<file path="config.mk">
export PLATFORM = sky130hd
export DESIGN_NAME = presettable_counter
export DESIGN_NICKNAME = d
export VERILOG_FILES = /design/src/rtl/cnt_pkg.sv /design/src/rtl/cnt_ctrl.sv /design/src/rtl/cnt_datapath.sv /design/src/rtl/presettable_counter.sv
export SDC_FILE = /design/constraint.sdc
export NUM_CORES = 1
export LEC_CHECK = 0
export BUFFER_PORTS_ARGS = -buffer_cell sky130_fd_sc_hd__buf_2
export CAP_MARGIN = 0
export CORE_AREA = 2 2 39 41
export CTS_CLUSTER_DIAMETER = 80
export CTS_CLUSTER_SIZE = 25
export DETAILED_ROUTE_END_ITERATION = 10
export DIE_AREA = 0 0 41 43
export HOLD_SLACK_MARGIN = 0.02
export SYNTH_ARGS = -nofsm -noshare
export SYNTH_HDL_FRONTEND = slang
export SYNTH_SLANG_ARGS = --single-unit
</file>
<file path="constraint.sdc">
create_clock -name clk -period 2.4 [get_ports clk]
set_clock_uncertainty 0.15 [all_clocks]
set_input_delay 0.24 -clock clk [delete_from_list [all_inputs] [get_ports clk]]
set_output_delay 0.24 -clock clk [all_outputs]
set_load 0.03 [all_outputs]
</file>
<file path="src/rtl/cnt_pkg.sv">
package cnt_pkg;
  typedef struct packed {
    logic clearNow;
    logic loadNow;
    logic stepNow;
  } cntStrobes_t;
endpackage

</file>
<file path="src/rtl/cnt_ctrl.sv">
module cnt_ctrl
  import cnt_pkg::*;
#(
  parameter bit SYNC_RESET = 1'b0
) (
  input  logic        clk,
  input  logic        rstN,
  input  logic        loadN,
  input  logic        cntEnPar,
  input  logic        cntEnTrk,
  output cntStrobes_t strobes
);
  logic clearReq;

  generate
    if (SYNC_RESET) begin : g_syncClear
      assign clearReq = ~rstN;
    end else begin : g_asyncClear
      // the asynchronous clear is applied directly in the datapath register
      assign clearReq = 1'b0;
    end
  endgenerate

  // fixed ranking: clear, then load, then step, then hold
  always_comb begin
    strobes          = '0;
    strobes.clearNow = clearReq;
    strobes.loadNow  = ~clearReq & ~loadN;
    strobes.stepNow  = ~clearReq & loadN & cntEnPar & cntEnTrk;
  end

  AST_ONE_MODE: assert property (@(posedge clk) disable iff (!rstN)
    $onehot0({strobes.clearNow, strobes.loadNow, strobes.stepNow}));
  AST_LOAD_BEATS_STEP: assert property (@(posedge clk) disable iff (!rstN)
    !loadN |-> !strobes.stepNow);
endmodule

</file>
<file path="src/rtl/cnt_datapath.sv">
module cnt_datapath
  import cnt_pkg::*;
#(
  parameter int WIDTH      = 4,
  parameter bit SYNC_RESET = 1'b0
) (
  input  logic             clk,
  input  logic             rstN,
  input  cntStrobes_t      strobes,
  input  logic [WIDTH-1:0] loadData,
  input  logic             trkEn,
  output logic [WIDTH-1:0] state,
  output logic             termCount
);
  localparam logic [WIDTH-1:0] ALL_ONES = '1;
  localparam logic [WIDTH-1:0] ONE      = WIDTH'(1);

  logic [WIDTH-1:0] nextState;

  always_comb begin
    if (strobes.clearNow)     nextState = '0;
    else if (strobes.loadNow) nextState = loadData;
    else if (strobes.stepNow) nextState = state + ONE;
    else                      nextState = state;
  end

  generate
    if (SYNC_RESET) begin : g_syncReg
      always_ff @(posedge clk) state <= nextState;
    end else begin : g_asyncReg
      always_ff @(posedge clk or negedge rstN) begin
        if (!rstN) state <= '0;
        else       state <= nextState;
      end
    end
  endgenerate

  assign termCount = trkEn & (state == ALL_ONES);

  AST_LOAD_TAKES: assert property (@(posedge clk) disable iff (!rstN)
    strobes.loadNow |=> state == $past(loadData));
  AST_STEP_ADDS: assert property (@(posedge clk) disable iff (!rstN)
    strobes.stepNow |=> state == $past(state) + ONE);
  AST_WRAP_ZERO: assert property (@(posedge clk) disable iff (!rstN)
    (strobes.stepNow && state == ALL_ONES) |=> state == '0);
  AST_IDLE_HOLDS: assert property (@(posedge clk) disable iff (!rstN)
    !(strobes.clearNow || strobes.loadNow || strobes.stepNow) |=> $stable(state));
endmodule

</file>
<file path="src/rtl/presettable_counter.sv">
module presettable_counter
  import cnt_pkg::*;
#(
  parameter int WIDTH      = 4,
  parameter bit SYNC_RESET = 1'b0
) (
  input  logic             clk,
  input  logic             rstN,
  input  logic             loadN,
  input  logic [WIDTH-1:0] dataIn,
  input  logic             cntEnPar,
  input  logic             cntEnTrk,
  output logic [WIDTH-1:0] countOut,
  output logic             termCount
);
  cntStrobes_t strobes;

  cnt_ctrl #(.SYNC_RESET(SYNC_RESET)) u_ctrl (
    .clk(clk), .rstN(rstN), .loadN(loadN),
    .cntEnPar(cntEnPar), .cntEnTrk(cntEnTrk), .strobes(strobes)
  );

  cnt_datapath #(.WIDTH(WIDTH), .SYNC_RESET(SYNC_RESET)) u_dp (
    .clk(clk), .rstN(rstN), .strobes(strobes), .loadData(dataIn),
    .trkEn(cntEnTrk), .state(countOut), .termCount(termCount)
  );

  AST_TC_NEEDS_TRK: assert property (@(posedge clk) disable iff (!rstN)
    termCount |-> (cntEnTrk && countOut == '1));
  AST_TC_AT_TOP: assert property (@(posedge clk) disable iff (!rstN)
    (cntEnTrk && countOut == '1) |-> termCount);

  generate
    if (SYNC_RESET) begin : g_syncChk
      AST_SYNC_CLEAR: assert property (@(posedge clk)
        !rstN |=> countOut == '0);
    end else begin : g_asyncChk
      AST_ASYNC_CLEAR: assert property (@(posedge clk)
        !rstN |-> countOut == '0);
    end
  endgenerate
endmodule

</file>
======== Word-level counts from Yosys, hierarchy flattened ========
Index checks and enable logic that the tools add are counted.
word-level totals
  word-level logic and storage cells ...... 9
  output and inout bits ................... 5
  input port bits ......................... 9
  flip-flop bits (word level) ............. 4
operators by class
  equal/unequal tests ..................... 2
  muxes and demuxes ....................... 2
  bitwise logic cells ..................... 3
  add/subtract/negate cells ............... 1
operators with widths
  cell                                                              count
  4-bit 2-to-1 mux                                                  2
  4-bit by 1-bit adder with 4-bit output (second input constant)    1
  4-bit == test (second input constant)                             1
  1-bit bitwise AND                                                 3
  2-bit by 1-bit != test with 1-bit output (second input constant)  1

======== Depth between registers and ports, before layout ========
  depth in word-level cells ............... 4
  gate-level depth with buffers ........... 4
  depth with buffers taken out ............ 4

======== Modules after synthesis ========
A second synthesis with hierarchy kept.
unflattened totals
  cell total of the unflattened synthesis .. 27
  area total of the unflattened synthesis .. 255.2 sq um
modules (own cells, without submodules)
  module        cells each  area an instance (sq um)  instances
  cnt_datapath  23          234.0                     1
  cnt_ctrl      4           21.3                      1

======== Least setup slack after synthesis ========
Ideal clock, no wire load.
  path type ............................... register to output
  start ................................... register u_dp.state[0]
  end ..................................... output termCount
  stages on the path, launching flop included .. 3
  buffers on the path ..................... 0
  data arrival time ....................... 1079 ps
  path slack .............................. 931 ps
  cells stage by stage .................... dfrtp_1 > ha_1 > and4_2
on the way
  word-level cells in the longest chain between the ends .. 2
RTL lines
  element                   line                       text
  start: declaration        cnt_datapath.sv:12         output logic [WIDTH-1:0] state,
  start signal: assignment  cnt_datapath.sv:33         else state <= nextState;
  4-bit == test             cnt_datapath.sv:38         assign termCount = trkEn & (state == ALL_ONES);
  1-bit bitwise AND         cnt_datapath.sv:38
  end: declaration          presettable_counter.sv:14  output logic termCount
Every way passes these cells.

======== Worst setup path in the final report ========
Ends and elaborated chain as after synthesis.

==> impl_metrics.yaml <==
clocking:
  cts_made_buffers: 3
  clkTransAtPathRegs_ns: 0.03
  clk_root_buffer_cell: "clkbuf_4"
  htreeDepth: 1
  ctsResizeCount: 0
  cts_tree: "done"
  cts_max_path_buffers: 2
  clkLatencyLatePin_ns: 0.23
  cts.sinks: 4
power_and_ir_drop:
  p_per_area_nw_per_um2: 679
  p_int_mw: 0.155
  p_leak_nw: 0.160
  ir_worst_vdd_mv: 0.126
  p_comb_share_pct: 27.1
  pwr-share-clk_pct: 35.5
  p_sw_share_pct: 31.2
  total_power_mw: 0.225
  p_switching_mw: 0.0703
  p_seq_share_pct: 37.4
global_routing:
  grt_pass1_vias: 197
  grt-ovfl-total: 0
  grt_pass1_wl_um: 814
  antenna_found_initial: 0
  grt_max_degree: 9
  grt.total_usage_pct: 7.47
job:
  maxCapViolations: 0
setup_path:
  crit_slowest_cell: "dfrtp_1"
  worst_setup_path_start_kind: "register"
  reg2reg_from: "u_dp.state[0]$_DFFE_PN0P_"
  cp_num_buf_inv: 1
  cp-end-kind: "output pin"
  crit_fanout: 4
  critPathKind: "reg2out"
  crit_path_max_incr_delay_ns: 0.41
  rr_endpoint: "u_dp.state[2]$_DFFE_PN0P_"
  path_delay_family: "flip-flops"
  regToRegSetupSlack_ns: 1.18
  crit_chain: "ha_1 -> and4_2 -> buf_2"
  worstPathRequired_ns: 2.01
  arrival_ns: 1.25
  reg2regPathDepth: 4
outcome:
  status: "finished, final reports clean"
synthesis:
  mappedNetlistArea_um2: 218
  ys_types: 13
  synthCells: 23
  ys_warn_count: 0
  ys_seq_area_share_pct: 46.0
  syn-num-nets: 33
  avgSynthCellArea_um2: 9.47
  ys_seq_elements: 4
finish:
  regMostFlops: "u_dp.state"
  fin_area_um2: 332
  largest_reg_flops: 4
  reg.largest.list: "u_dp.state (4)"
  nNetsFinal: 51
  drive_above_1_share_pct: 46.2
  area_growth_syn_to_layout_pct: 52.3
  num_antenna_cells: 0
  fill_cells: 157
timing:
  finalHoldWorstSlack_ns: 0.113
  finalCritPeriodShare_pct: 68.5
  tightest_slew_ns: 0.156
  rsz0062_at_grt: "no"
  setup_viol: 0
  fin_crit_ns: 1.64
  max_freq_mhz: 609
  fin_setup_tns_ns: 0
  finalHoldViolations: 0
  slew_viol_final: 0
  slew_headroom_pct: 89.5
route:
  m1WireLength_um: 215
  drt-initial-drc-count: 5
  antenna_left: 0
  num_vias: 218
  wl_per_cell_um: 9.45
  drt_drc_violations_left: 0
  met3_length_um: 50
  top_layer: "met3"
  routed_wl_um: 520
  wl_met2_um: 253
  firstDrtPassIters: 2
  via_per_inst: 3.96
hold_path:
  holdPathStages: 3
  min_to: "u_dp.state[0]$_DFFE_PN0P_"
  hp-class: "in2reg"
  hp-start: "dataIn[0]"
placed_design:
  place_area_um2: 299
  port_buffers: 13
  place_congestion: 0.622
floorplan:
  die_w_um: 41
  coreArea_um2: 1380
  rows: 14
  fp.dieH_um: 43
  ios: 14
  die-area_um2: 1760
  start_util_pct: 15.7
[logic make-up after synthesis]
logic type	share of synthesized area (%)
AND/OR/NAND/NOR	21.8
buffers and inverters	1.72
AO/OA/AOI/OAI	12.1
XOR/XNOR	8.05
adder cells (fa/ha/maj)	5.75
flip-flops	46.0
multiplexers	4.60
[metrics by stage]
stage / setup slack [ns] / utilization (%) / cells
after global placement: 1.02 / 21.6 / 51
after CTS: 0.748 / 24.0 / 55
after floorplan: 0.931 / - / 23
after detailed placement: 0.999 / 21.6 / 51
after global routing: 0.718 / 24.0 / 55
final: 0.757 / 24.0 / 55
[what timing repair did]
action | in CTS | in global routing
hold buffers | 1 | 0
endpoints found under the hold margin | 4 | 0
setup buffers | 0 | 0
[per-layer routing]
metal	track usage [%]	vias up
li1	-	114
met2	8.75	9
met3	3.66	0
met1	8.82	95
met4	8.00	0
met5	0	-
[layout by cell type (no fill, tap or decap)]
master / netlist / layout
buf_2: 0 / 13
nor2_1: 4 / 4
dfrtp_1: 4 / 4
a21oi_1: 3 / 3
clkbuf_4: 0 / 3
nand3_1: 2 / 2
xor2_1: 2 / 2
and4_2: 1 / 1
nand2_2: 1 / 1
o21ai_0: 1 / 1
or3_1: 1 / 1
a31oi_1: 1 / 1
mux2i_1: 1 / 1
ha_1: 1 / 1
dlygate4sd3_1: 0 / 1
[tightest hold or removal path: cells and delay by family]
kind,cells,cell delay (ns)
buf+inv,1,0.08
compound gates,1,0.10
simple gates,1,0.03
[final cells by class]
type / count / area [um^2] / area share, %
clock buffers: 3 / 22.5 / 6.79
multi-input cells: 18 / 114 / 34.3
flip-flops and latches: 4 / 100 / 30.2
well taps: 16 / 20.0 / 6.04
repair buffers: 14 / 75.1 / 22.6
[power groups by stage]
stage / clock network (mW) / logic, mW / registers [mW]
2_1_floorplan: 0 / 0.0223 / 0.100
3_3_place_gp: 0 / 0.0597 / 0.0845
3_5_place_dp: 0 / 0.0604 / 0.0852
4_1_cts: 0.0851 / 0.0618 / 0.0844
5_1_grt: 0.0854 / 0.0666 / 0.0854
6_report: 0.0799 / 0.0611 / 0.0842
[cells in the mapped netlist]
cell type	n	area, um^2
xor2_1	2	17.5
ha_1	1	12.5
a21oi_1	3	15.0
clkbuf_1	1	3.75
mux2i_1	1	10.0
dfrtp_1	4	100
nand2_2	1	6.26
nand3_1	2	10.0
a31oi_1	1	6.26
and4_2	1	10.0
nor2_1	4	15.0
or3_1	1	6.26
o21ai_0	1	5.00
[worst max-delay path by stage]
| stage | startpoint | depth (start not counted) | endpoint | slack [ns] |
|---|---|---|---|---|
| after floorplan | u_dp.state[0]$_DFFE_PN0P_ | 2 | termCount | 0.93 |
| after global placement | u_dp.state[0]$_DFFE_PN0P_ | 3 | termCount | 1.02 |
| after detailed placement | u_dp.state[0]$_DFFE_PN0P_ | 3 | termCount | 1.0 |
| after CTS | u_dp.state[0]$_DFFE_PN0P_ | 3 | termCount | 0.75 |
| after global routing | u_dp.state[0]$_DFFE_PN0P_ | 3 | termCount | 0.72 |
| final | u_dp.state[0]$_DFFE_PN0P_ | 3 | termCount | 0.76 |
Note: power is estimated with default switching activity, not from simulation.
